## config.mk

```make
export PLATFORM = sky130hd
export DESIGN_NAME = ssrx_top
export DESIGN_NICKNAME = d
export VERILOG_FILES = /design/src/rtl/ssrx_pkg.sv /design/src/rtl/ssrx_sync.sv /design/src/rtl/ssrx_edge.sv /design/src/rtl/ssrx_frame.sv /design/src/rtl/ssrx_top.sv
export SDC_FILE = /design/constraint.sdc
export NUM_CORES = 1
export LEC_CHECK = 0
export BUFFER_PORTS_ARGS = -buffer_cell sky130_fd_sc_hd__buf_2
export CORE_ASPECT_RATIO = 0.75
export CORE_MARGIN = 3
export CORE_UTILIZATION = 36
export DETAILED_ROUTE_END_ITERATION = 6
export GPL_ROUTABILITY_DRIVEN = 0
export SLEW_MARGIN = 20
export SYNTH_ARGS = -nofsm -noshare
export SYNTH_HDL_FRONTEND = slang
export SYNTH_SLANG_ARGS = --single-unit
export TNS_END_PERCENT = 10
```

## constraint.sdc

```tcl
create_clock -name clk -period 1.32 [get_ports clk]
set_input_delay 0.132 -clock clk [delete_from_list [all_inputs] [get_ports clk]]
set_output_delay 0.132 -clock clk [all_outputs]
set_load 0.05 [all_outputs]
```

## src/rtl/ssrx_pkg.sv

```systemverilog
package ssrx_pkg;

    localparam int DATA_W    = 8;
    localparam int ZERO_RUN  = 10;
    localparam int SYNC_STG  = 2;

    typedef enum logic [1:0] {
        ST_HUNT,
        ST_IDLE,
        ST_DATA,
        ST_STOP
    } rx_state_e;

    typedef struct packed {
        logic              good;
        logic              bad;
        logic [DATA_W-1:0] data;
    } frame_ev_t;

    function automatic logic [DATA_W-1:0] lsb_first_in(
        input logic [DATA_W-1:0] cur,
        input logic              b
    );
        return {b, cur[DATA_W-1:1]};
    endfunction

endpackage

```

## src/rtl/ssrx_sync.sv

```systemverilog
module ssrx_sync #(
    parameter int W      = 2,
    parameter int STAGES = 2
) (
    input  logic         clk,
    input  logic         rst,
    input  logic [W-1:0] d,
    output logic [W-1:0] q
);
    logic [STAGES-1:0][W-1:0] chain;

    always_ff @(posedge clk) begin
        if (rst) chain[0] <= '0;
        else     chain[0] <= d;
    end

    for (genvar s = 1; s < STAGES; s++) begin : g_stage
        always_ff @(posedge clk) begin
            if (rst) chain[s] <= '0;
            else     chain[s] <= chain[s-1];
        end
    end

    assign q = chain[STAGES-1];
endmodule

```

## src/rtl/ssrx_edge.sv

```systemverilog
module ssrx_edge (
    input  logic clk,
    input  logic rst,
    input  logic lvl,
    output logic rise
);
    logic prev;

    always_ff @(posedge clk) begin
        if (rst) prev <= 1'b0;
        else     prev <= lvl;
    end

    assign rise = lvl & ~prev;
endmodule

```

## src/rtl/ssrx_frame.sv

```systemverilog
module ssrx_frame
    import ssrx_pkg::*;
#(
    parameter int DW   = DATA_W,
    parameter int ZRUN = ZERO_RUN
) (
    input  logic      clk,
    input  logic      rst,
    input  logic      smp,
    input  logic      bit_i,
    output frame_ev_t ev
);
    localparam int CW = (DW > 1) ? $clog2(DW) : 1;
    localparam int ZW = $clog2(ZRUN + 1);

    rx_state_e         st;
    logic [DW-1:0]     sh;
    logic [CW-1:0]     cnt;
    logic [ZW-1:0]     zcnt;
    logic              zfire;

    assign zfire = smp && !bit_i && (zcnt == ZW'(ZRUN - 1));

    always_comb begin
        ev      = '0;
        ev.data = sh;
        ev.good = smp && (st == ST_STOP) && bit_i;
        ev.bad  = smp && (st == ST_STOP) && !bit_i;
    end

    always_ff @(posedge clk) begin
        if (rst) begin
            st   <= ST_IDLE;
            sh   <= '0;
            cnt  <= '0;
            zcnt <= '0;
        end else if (smp) begin
            if (bit_i || zfire) zcnt <= '0;
            else                zcnt <= zcnt + ZW'(1);

            if (zfire) begin
                st <= ST_HUNT;
                sh <= '0;
            end else begin
                case (st)
                    ST_HUNT: if (bit_i) st <= ST_IDLE;
                    ST_IDLE: if (!bit_i) begin
                        st  <= ST_DATA;
                        cnt <= '0;
                    end
                    ST_DATA: begin
                        sh  <= lsb_first_in(sh, bit_i);
                        cnt <= cnt + CW'(1);
                        if (cnt == CW'(DW - 1)) st <= ST_STOP;
                    end
                    default: st <= ST_IDLE;
                endcase
            end
        end
    end
endmodule

```

## src/rtl/ssrx_top.sv

```systemverilog
module ssrx_top
    import ssrx_pkg::*;
#(
    parameter int DW   = DATA_W,
    parameter int ZRUN = ZERO_RUN,
    parameter int SYNC = SYNC_STG
) (
    input  logic          clk,
    input  logic          rst,
    input  logic          ser_clk,
    input  logic          ser_dat,
    input  logic          ack,
    input  logic          clr,
    output logic [DW-1:0] rx_byte,
    output logic          rdy,
    output logic          ovr,
    output logic          ferr
);
    logic [1:0] pins_s;
    logic       smp_rise;
    frame_ev_t  ev;

    ssrx_sync #(.W(2), .STAGES(SYNC)) u_sync (
        .clk (clk),
        .rst (rst),
        .d   ({ser_clk, ser_dat}),
        .q   (pins_s)
    );

    ssrx_edge u_edge (
        .clk  (clk),
        .rst  (rst),
        .lvl  (pins_s[1]),
        .rise (smp_rise)
    );

    ssrx_frame #(.DW(DW), .ZRUN(ZRUN)) u_frame (
        .clk   (clk),
        .rst   (rst),
        .smp   (smp_rise),
        .bit_i (pins_s[0]),
        .ev    (ev)
    );

    always_ff @(posedge clk) begin
        if (rst) begin
            rx_byte <= '0;
            rdy     <= 1'b0;
            ovr     <= 1'b0;
            ferr    <= 1'b0;
        end else begin
            if (ev.good) rx_byte <= ev.data;
            rdy  <= ev.good | (rdy & ~ack);
            ovr  <= (ev.good & rdy & ~ack) | (ovr & ~clr);
            ferr <= ev.bad | (ferr & ~clr);
        end
    end
endmodule

```

==> results by group, run 1 <==
Critical path
  – CP cell instances: inv_2 > ha_4 > nand3b_1 > o2111ai_4 > mux2i_1 > nor2_1
  – R2R Setup Slk: -50 ps
  – RR Endpoint: u_frame.cnt[0]
  – Required @ worst endpoint: 1480 ps
  – Critical path class: reg -> reg
  – Critical path startpoint category: flip-flop
  – Crit-path max cell delay: 330 ps
  – Worst Setup SP: u_frame.zcnt[1]
  – Slowest CP cell: dfxtp_2
  – R2R depth: 6
  – Reg2reg start: u_frame.zcnt[1]
  – WP data arrival: 1530 ps
  – WP depth: 6
  – Worst setup endpoint: u_frame.cnt[0]
  – Worst Path Buf+Inv: 1
  – Max FO, Critical Path: 5
  – CP top delay family: flip-flops
  – Worst Setup End Kind: flip-flop

Run
  – Maximum capacitance violations: 0

Clock tree
  – CTS Root Cell: clkbuf_8
  – Clock-pin slew on the worst setup and hold paths: 70 ps
  – # hold bufs at CTS: 0
  – CTS max path bufs: 2
  – Num CTS Buffers: 5
  – Postcts setup bufs: 0
  – # H-tree levels: 2
  – Clock sink total: 33
  – Worst-skew pair later-pin latency: 270 ps
  – TritonCTS clock tree: done

Floorplanning
  – Core Rows: 19
  – DIE AREA: 4770 um2
  – Die Width: 78.7 um
  – I/O Pins: 17
  – Core footprint: 3730 um2
  – Initial Util: 38.3%
  – Die Y: 60.6 um

GRT
  – Total global routing overflow: 0
  – Initial antenna violation count: 0
  – First-pass GRT wire length: 5130 um
  – Largest net degree at the start of global routing: 15
  – Vias in the first global route: 1109
  – Tot GR Track Use: 14.1%

Final layout
  – Fill cell count: 368
  – Share of cells above drive strength 1: 33.3%
  – Number of diodes: 0
  – Area Overhead vs Synth: 27.2%
  – Finished Cell Area: 1820 um2
  – Final #Nets: 203
  – Finished Layout Cells: 241

Outcome
  – Status: finished, violations left
  – Failing checks: negative setup slack

Placement
  – Inst Count DP: 233
  – Placed inst area: 1610 um2
  – Buffers on Ports: 16
  – Hpwl dp: 2150 um

Timing
  – Rel. slew slack: 82.4%
  – Final Cycle Share: 104%
  – Final WS setup: -51.8 ps
  – TNS Setup: -55.3 ps
  – Crit path time final: 1370 ps
  – Slew @ Worst Pin: 264 ps
  – RSZ-0062 raised after global routing: yes
  – Pins Over Slew Limit: 0
  – Skew final: 4.98 ps
  – Highest clock rate: 0.729 GHz
  – # setup viols final: 2
  – Hold Violations, Final: 0
  – Fin Hold WS: 65.3 ps

Power
  – P_leak: 0.699 nW
  – Power, Total: 2.12 mW
  – Worst VDD drop: 0.000646 V
  – Power per cell area: 1170 nW/um2

Routing
  – DRC: 0
  – Vias: 1147
  – Drt first-iter violations: 85
  – Antenna viol nets, final: 0
  – Vias per cell: 4.76
  – WL final: 3040 um
  – First-pass iteration count of the detailed router: 4
  – Avg WL per Cell: 12.6 um

Synth
  – Post-synthesis cell count: 161
  – Syn Std Cell Area: 1430 um2
  – Synthesized Nets: 176
  – Synth cell types: 29
  – Syn. warnings: 0
  – Synth Register Bits: 33
  – Syn_area_per_cell: 8.87 um2
  – Post-synthesis sequential area ratio: 46.2%

Min path
  – HP Class: in -> reg
cells by family after synthesis:
family / count (synthesis) / synth area share [%]
compound gates: 29 / 12.1
buf+inv: 14 / 5.17
flops: 33 / 46.2
simple gates: 72 / 25.8
mux: 4 / 2.80
fa+ha+maj: 9 / 7.88
how the worst min path moves through the flow:
stage / depth (start not counted) / end / startpoint
2_1_floorplan: 1 / ovr / rst
3_3_place_gp: 2 / u_sync.chain[0] / ser_dat
3_5_place_dp: 2 / u_sync.chain[0] / ser_dat
4_1_cts: 2 / u_sync.chain[0] / ser_dat
5_1_grt: 2 / u_sync.chain[0] / ser_dat
6_report: 2 / u_sync.chain[0] / ser_dat
cells in the final DEF (no fill, tap or decap), types with 2 or more instances in the layout:
| cell type | count |
|---|---|
| nand2_2 | 2 |
| nand3b_1 | 3 |
| ha_2 | 5 |
| nor2b_1 | 7 |
| inv_2 | 3 |
| nor2_1 | 9 |
| a21oi_1 | 22 |
| dfxtp_2 | 6 |
| dfxtp_1 | 27 |
| ha_1 | 2 |
| nor4_1 | 2 |
| mux2i_1 | 4 |
| clkbuf_8 | 6 |
| ha_4 | 2 |
| o2111ai_4 | 2 |
| or2_1 | 2 |
| nand2_1 | 27 |
| nand2b_1 | 3 |
| nand3_1 | 9 |
| buf_2 | 16 |
| inv_1 | 3 |
| buf_4 | 12 |
cell usage after synthesis:
library cell / n / share of area (%)
a21o_1: 1 / 0.53
a21oi_1: 23 / 8.1
a31o_2: 1 / 0.61
and2b_2: 1 / 0.61
and3_1: 1 / 0.44
and3b_1: 1 / 0.61
buf_2: 2 / 0.70
buf_4: 1 / 0.53
buf_6: 2 / 1.6
clkbuf_1: 3 / 0.79
dfxtp_1: 33 / 46
ha_1: 9 / 7.9
inv_1: 6 / 1.6
mux2i_1: 4 / 2.8
nand2_1: 28 / 7.4
nand2_2: 1 / 0.44
nand2_4: 1 / 0.79
nand2b_1: 3 / 1.3
nand3_1: 9 / 3.2
nand3_4: 1 / 1.2
nand3b_1: 3 / 1.6
nor2_1: 9 / 2.4
nor2b_1: 7 / 3.1
nor3_1: 2 / 0.70
nor4_1: 2 / 0.88
o2111ai_2: 2 / 2.1
o21ai_0: 1 / 0.35
o22ai_1: 1 / 0.44
or2_1: 3 / 1.3
stage by stage:
step           utilization, %  setup slack [ps]
2_1_floorplan               -              6.04
3_3_place_gp             43.2             -78.4
3_5_place_dp             43.2              -160
4_1_cts                  48.1             -50.0
5_1_grt                  48.7              -143
6_report                 48.7             -51.8
final cells by class:
type / count / area, um2 / share of cell area, %
inverters: 6 / 22.5 / 1.24
multi-input cells: 114 / 776 / 42.7
clock buffers: 7 / 86.3 / 4.75
repair buffers: 28 / 170 / 9.36
flip-flops and latches: 33 / 668 / 36.8
well taps: 52 / 65.1 / 3.58
clock inverters: 1 / 30.0 / 1.65
power by group:
part / total [mW] / switching, mW / internal [mW]
logic: 0.131 / 0.0711 / 0.0601
clock network: 0.966 / 0.351 / 0.615
registers: 1.02 / 0.0116 / 1.01
worst reg2reg max path, stage by stage, from the launching register on:
cell and delay (ps):
dfxtp_2 330, inv_2 60, ha_4 120, nand3b_1 170, o2111ai_4 300, mux2i_1 230
nor2_1 60
routing by layer:
layer | vias to the layer above | part of all wire (%) | GRT usage [%]
met4 | 0 | 0.40 | 3.74
met2 | 18 | 48 | 23.8
met1 | 535 | 48 | 18.0
li1 | 592 | - | -
met5 | - | 0 | 0
met3 | 2 | 3.8 | 4.01
what timing repair did:
action                                  CTS  global route
hold endpoints to repair                  0             0
pin swaps                                 7             3
endpoints found under the setup margin   10            21
resized for setup                        18             7
registers in the layout, summed over array words and instances, names as in the netlist:
name,count
u_sync.q,2
rdy,1
u_frame.sh,8
u_edge.prev,1
u_frame.zcnt,4
u_sync.chain,2
ferr,1
rx_byte,8
u_frame.st,2
u_frame.cnt,3
ovr,1
Note: power is estimated with default switching activity, not from simulation.
==> inputs of run 2 (changes only) <==
Settings changed: SYNTH_HIERARCHICAL set to 1.
==> run 2 against run 1 <==
Effect of this change:
- the flow still finishes with violations (negative setup slack)
- routed wire length fell by 4.8%
- area after synthesis rose by 0.18%
- critical path depth did not move
- cell count fell by 4.1%
- critical path type unchanged
- largest cell class unchanged
==> results by group, run 2 <==
Final layout
  – Top Registers: rx_byte: 8 flops, u_frame/sh: 8 flops, u_frame/zcnt: 4 flops
  – Finished Layout Cells: 231 (-4.1%)
  – Most frequent cells in the layout: 26 x dfxtp_1, 16 x buf_2, 15 x buf_4
  – Fill cell count: 354 (-3.8%)
  – Most common cell after layout, fill and taps aside: dfxtp_1
  – Final #Nets: 193 (-4.9%)
  – Share of cells above drive strength 1: 39.7% (+6.3 points)
  – Number of diodes: 0 (unchanged)
  – Area Overhead vs Synth: 30.2%

Outcome
  – Failing checks: negative setup slack
  – Status: finished, violations left

Critical path
  – R2R Setup Slk: -100 ps (-50 ps)
  – Critical path startpoint category: flip-flop
  – Critical path class: reg -> reg
  – Worst Setup End Kind: flip-flop
  – WP data arrival: 1640 ps (+110 ps)
  – Required @ worst endpoint: 1540 ps (+60 ps)
  – Max FO, Critical Path: 3 (-2)

Clock tree
  – CTS max path bufs: 2 (unchanged)
  – TritonCTS clock tree: done
  – Clock-pin slew on the worst setup and hold paths: 70 ps (about the same)
  – Num CTS Buffers: 5 (unchanged)
  – # H-tree levels: 2 (unchanged)
  – Worst-skew pair later-pin latency: 290 ps (+20 ps)
  – CTS Root Cell: clkbuf_8
  – # hold bufs at CTS: 0 (unchanged)
  – Clock sink total: 33 (unchanged)
  – Postcts setup bufs: 0 (unchanged)

Placement
  – Buffers on Ports: 16 (unchanged)
  – Inst Count DP: 223 (-4.3%)
  – Hpwl dp: 2030 um (-5.7%)
  – Dpl ws: -138 ps (+22.0 ps)

Power
  – Register share of total power: 53.6% (+5.4 points)
  – Power per cell area: 1020 nW/um2 (-12%)
  – Clock power share: 38.5% (-7.1 points)
  – P_leak: 0.755 nW (+8.0%)
  – Worst VDD drop: 0.000379 V (-41%)
  – NetSw: 454 uW (+4.7%)
  – Power, Total: 1.90 mW (-10%)
  – Int Pwr: 1.45 mW (-14%)
  – Comb power frac: 7.9% (+1.7 points)
  – Sw Share: 23.8% (+3.4 points)

Routing
  – Avg WL per Cell: 12.5 um (-0.69%)
  – Drt first-iter violations: 72 (-15%)
  – Vias: 1095 (-4.5%)
  – DRC: 0 (unchanged)
  – WL final: 2890 um (-4.8%)
  – Antenna viol nets, final: 0 (unchanged)
  – Vias per cell: 4.74 (-0.40%)
  – First-pass iteration count of the detailed router: 4 (unchanged)

Run
  – Maximum capacitance violations: 0 (unchanged)

Synth
  – Synthesized Nets: 161 (-8.5%)
  – Syn Std Cell Area: 1430 um2 (+0.18%)
  – Synth Register Bits: 33 (unchanged)
  – Top cells by area, synth: dfxtp_1 46%, ha_1 7.9%, mux2i_1 6.3%
  – Post-synth ARST share: 0% (unchanged)
  – Area leader, netlist: dfxtp_1
  – Synth top cells by count: 33 x dfxtp_1, 14 x nand2_1, 13 x nor2_1
  – Top cell type's share of synthesized area: 46.2% (-0.081 points)
  – Most frequent cell after synthesis: dfxtp_1
  – EDFF count, synth: 0 (unchanged)
  – Syn. warnings: 6 (+6)
  – Post-synthesis cell count: 146 (-9.3%)
  – Syn_area_per_cell: 9.80 um2 (+10%)
  – Main flop type after synthesis: dfxtp_1
  – Synth cell types: 38 (+31%)
  – Post-synthesis sequential area ratio: 46.2% (-0.081 points)

Timing
  – Slew @ Worst Pin: 356 ps (+91.7 ps)
  – RSZ-0062 raised after global routing: yes
  – Final WS setup: -100 ps (-48.4 ps)
  – Hold Violations, Final: 0 (unchanged)
  – # setup viols final: 9 (+7)
  – Highest clock rate: 0.704 GHz (-3.4%)
  – Final Cycle Share: 108% (+3.7 points)
  – Skew final: 6.19 ps (+1.21 ps)
  – Pins Over Slew Limit: 0 (unchanged)
  – Rel. slew slack: 76.3% (-6.1 points)
  – Crit path time final: 1420 ps (+48.4 ps)

GRT
  – Vias in the first global route: 1048 (-5.5%)
  – Total global routing overflow: 0 (unchanged)
  – First-pass GRT wire length: 4840 um (-5.7%)
  – Initial antenna violation count: 0 (unchanged)
  – Largest net degree at the start of global routing: 19 (+4)
  – Tot GR Track Use: 13.5% (-0.65 points)

Floorplanning
  – Core footprint: 3730 um2 (unchanged)
  – Initial Util: 38.4% (+0.067 points)
  – DIE AREA: 4780 um2 (+0.17%)
  – Die Y: 60.6 um (about the same)
  – Core Rows: 19 (unchanged)
  – I/O Pins: 17 (unchanged)
  – Die Width: 78.8 um (about the same)

Min path
  – HP Class: in -> reg
## run 2: cell count changes in the layout (fill, tap and decap cells not counted), sizes merged, moves of 3 or more
cell,change
a21oi,-12
nand3,-3
nor2,+4
nand2,-16
mux2i,+5
buf,+5
or2,-3
o31ai,+3
## run 2: worst max-delay path, stage by stage, from the launching register on
cell      delay, ps
dfxtp_2         330
inv_2            40
ha_4            150
and4bb_4        190
nand3b_4        160
or3b_1          370
a21oi_2         110
## run 2: final timing paths
kind	startpoint	end	cells after the start
worst max-delay path	u_frame/zcnt[1]	u_frame/cnt[0]	6
worst min-delay path	ser_clk	u_sync/chain[1]	2
worst max register to register	u_frame/zcnt[1]	u_frame/cnt[0]	6
worst min register to register	u_sync/chain[1]	u_sync/q[1]	1
## run 2: per-stage QoR
stage	util [%]	cell area [um2]	hold slack, ps	setup TNS (ps)
6_report	49.9	1860	57.6	-342
5_1_grt	49.9	1860	47.6	-1160
4_1_cts	48.6	1820	51.1	-313
3_5_place_dp	45.0	1680	346	-490
3_3_place_gp	45.0	1680	347	-219
2_1_floorplan	-	1480	196	-1200
## run 2: timing repair
item / CTS / global route
gates resized for setup: 11 / 15
endpoints found under the setup margin: 9 / 25
pin swaps: 7 / 6
cloned: 0 / 0
## run 2: cell type report
cell class	count	area, um2	area share (%)
Clock inverter	2	10.0	0.537
Tap cell	52	65.1	3.49
Timing Repair Buffer	33	215	11.6
Multi-Input combinational cell	98	802	43.0
Inverter	7	26.3	1.41
Sequential cell	33	672	36.1
Clock buffer	6	72.6	3.90
## run 2: power by group through the flow
stage | clock network, mW | logic, mW | registers [mW]
after floorplan | 0 | 0.0791 | 1.04
after global placement | 0 | 0.123 | 1.04
after detailed placement | 0 | 0.130 | 1.04
after CTS | 0.761 | 0.145 | 1.02
after global routing | 0.805 | 0.164 | 1.02
final | 0.733 | 0.151 | 1.02
## run 2: logic make-up (layout without fill, tap and decap cells)
logic type	Yosys count	after routing	share of synthesized area [%]
multiplexers	9	9	6.29
flip-flops	33	33	46.2
AND/OR/NAND/NOR	54	54	22.1
buffers and inverters	15	48	5.07
XOR/XNOR	3	3	1.84
adder cells (fa/ha/maj)	9	9	7.87
AO/OA/AOI/OAI	23	23	10.7
## run 2: layer usage
layer	vias up	GRT usage [%]	part of all wire (%)
met3	8	5.64	5.3
met4	0	7.11	1.9
met2	24	21.0	43
li1	553	-	-
met1	510	16.1	50
met5	-	0	0
==> inputs of run 3 (changes only) <==
Settings changed: BUFFER_PORTS_ARGS -buffer_cell sky130_fd_sc_hd__buf_2 to -buffer_cell sky130_fd_sc_hd__buf_4.
==> run 3 against run 2 <==
Effect of this change:
- combinational power decreased by 6%
- die area unchanged
- cell count decreased by 0.43%
- highest routed layer unchanged
- power decreased by 0.19%
- via count decreased by 3.9%
- hold slack improved by 1.8 ps
- critical path type unchanged
- first-iteration DRC count decreased by 28%
- largest cell class unchanged
- setup slack improved by 7.1 ps
- the run still ends with negative setup slack left
- routed wire length decreased by 7.3%
==> results by group, run 3 (synthesized netlist as in run 2, its figures left out) <==
Placement
  – Hpwl dp: 1870 um (-7.6%)
  – Dpl ws: -137 ps (+1.97 ps)
  – Buffers on Ports: 16 (unchanged)

Final layout
  – Final #Nets: 192 (-0.52%)
  – Most common cell after layout, fill and taps aside: buf_4
  – Top Registers: rx_byte: 8 flops, u_frame/sh: 8 flops, u_frame/zcnt: 4 flops
  – Number of diodes: 0 (unchanged)
  – Area Overhead vs Synth: 29.6%
  – Share of cells above drive strength 1: 36.5% (-3.1 points)
  – Most frequent cells in the layout: 30 x buf_4, 28 x dfxtp_1, 14 x nand2_1
  – Final core occ: 49.7% (-0.20 points)

Routing
  – DRC: 0 (unchanged)
  – WL final: 2680 um (-7.3%)
  – Vias: 1052 (-3.9%)
  – Avg WL per Cell: 11.7 um (-6.9%)
  – First-pass iteration count of the detailed router: 4 (unchanged)
  – Drt first-iter violations: 52 (-28%)
  – Antenna viol nets, final: 0 (unchanged)
  – Vias per cell: 4.57 (-3.5%)

Critical path
  – WP data arrival: 1640 ps (about the same)
  – Worst setup endpoint: u_frame/cnt[0]
  – Worst Path Buf+Inv: 1 (unchanged)
  – Critical path startpoint category: flip-flop
  – Crit-path max cell delay: 370 ps (about the same)
  – Worst Setup SP: u_frame/zcnt[1]
  – Critical path class: reg -> reg
  – Worst Setup End Kind: flip-flop
  – CP cell instances: inv_2 > ha_4 > and4bb_4 > nand3b_4 > or3b_4 > a21oi_2
  – RR Endpoint: u_frame/cnt[0]
  – Max FO, Critical Path: 4 (+1)
  – Reg2reg start: u_frame/zcnt[1]
  – R2R depth: 6 (unchanged)
  – WP depth: 6 (unchanged)
  – Slowest CP cell: or3b_4
  – R2R Setup Slk: -90 ps (about the same)
  – Required @ worst endpoint: 1540 ps (about the same)
  – CP top delay family: simple AND/OR/NAND/NOR gates

Outcome
  – Status: finished, violations left
  – Failing checks: negative setup slack

Timing
  – TNS Setup: -204 ps (+138 ps)
  – RSZ-0062 raised after global routing: yes
  – Final Cycle Share: 107% (-0.54 points)
  – # setup viols final: 4 (-5)
  – Pins Over Slew Limit: 0 (unchanged)
  – Rel. slew slack: 79.3% (+3.0 points)
  – Skew final: 4.07 ps (-2.12 ps)
  – Slew @ Worst Pin: 311 ps (-45.3 ps)
  – Fin Hold WS: 59.5 ps (+1.84 ps)
  – Hold Violations, Final: 0 (unchanged)
  – Highest clock rate: 0.708 GHz (+0.50%)
  – Final WS setup: -93.0 ps (+7.13 ps)
  – Crit path time final: 1410 ps (-7.13 ps)

GRT
  – Total global routing overflow: 0 (unchanged)
  – Initial antenna violation count: 0 (unchanged)
  – First-pass GRT wire length: 4730 um (-2.3%)
  – Tot GR Track Use: 13.0% (-0.47 points)
  – Largest net degree at the start of global routing: 29 (+10)
  – Vias in the first global route: 1031 (-1.6%)

Power
  – Worst VDD drop: 0.000382 V (+0.86%)
  – Power, Total: 1.90 mW (-0.19%)
  – P_leak: 0.736 nW (-2.5%)
  – Power per cell area: 1020 nW/um2 (+0.21%)

Floorplanning
  – I/O Pins: 17 (unchanged)
  – DIE AREA: 4780 um2 (unchanged)
  – Core Rows: 19 (unchanged)
  – Die Y: 60.6 um (unchanged)
  – Core footprint: 3730 um2 (unchanged)
  – Die Width: 78.8 um (unchanged)
  – Initial Util: 38.4% (unchanged)

Clock tree
  – Num CTS Buffers: 5 (unchanged)
  – CTS max path bufs: 2 (unchanged)
  – CTS Root Cell: clkbuf_8
  – Worst-skew pair later-pin latency: 280 ps (about the same)
  – Clock-pin slew on the worst setup and hold paths: 70 ps (about the same)
  – Clock sink total: 33 (unchanged)
  – Postcts setup bufs: 0 (unchanged)
  – # H-tree levels: 2 (unchanged)
  – TritonCTS clock tree: done

Min path
  – HP Class: in -> reg

Run
  – Maximum capacitance violations: 0 (unchanged)
==> run 3: cell types whose count changed in the layout (fill, tap and decap cells not counted), sizes merged <==
cell      delta
clkinvlp     +1
clkbuf       -1
buf          -1
==> run 3: power breakdown <==
group	switching (mW)	internal, mW
clock network	0.373	0.363
logic	0.0695	0.0730
registers	0.0102	1.01
total	0.453	1.45
==> run 3: per-layer routing <==
layer  GRT usage [%]  vias up  part of all wire (%)
li1                -      554                     -
met1            16.2      477                    52
met2            20.7       14                    42
met3            4.01        7                   4.2
met4            6.62        0                   1.9
met5               0        -                     0
==> run 3: how the worst min path moves through the flow <==
stage,depth (start not counted),slack (ps),endpoint,startpoint
5_1_grt,2,90,u_sync/chain[1],ser_clk
6_report,2,60,u_sync/chain[1],ser_clk
2_1_floorplan,1,200,u_edge/prev,rst
3_3_place_gp,2,350,u_sync/chain[1],ser_clk
3_5_place_dp,2,350,u_sync/chain[0],ser_dat
4_1_cts,2,50,u_sync/chain[1],ser_clk
==> run 3: cell type report <==
type,count,area (um2)
clock buffers,5,68.8
clock inverters,3,17.5
multi-input cells,98,761
repair buffers,32,248
flip-flops and latches,33,669
inverters,7,26.3
fillers,343,1880
well taps,52,65.1
==> run 3: metrics by stage <==
step / std cells / cell area [um2]
5_1_grt: 230 / 1860
3_5_place_dp: 222 / 1710
4_1_cts: 230 / 1820
3_3_place_gp: 222 / 1710
2_1_floorplan: 146 / 1480
6_report: 230 / 1860
==> run 3: what timing repair did <==
item / CTS / global route
resized for setup: 5 / 12
setup endpoints to repair: 12 / 22
pin swaps: 4 / 5
hold buffers: 0 / 0
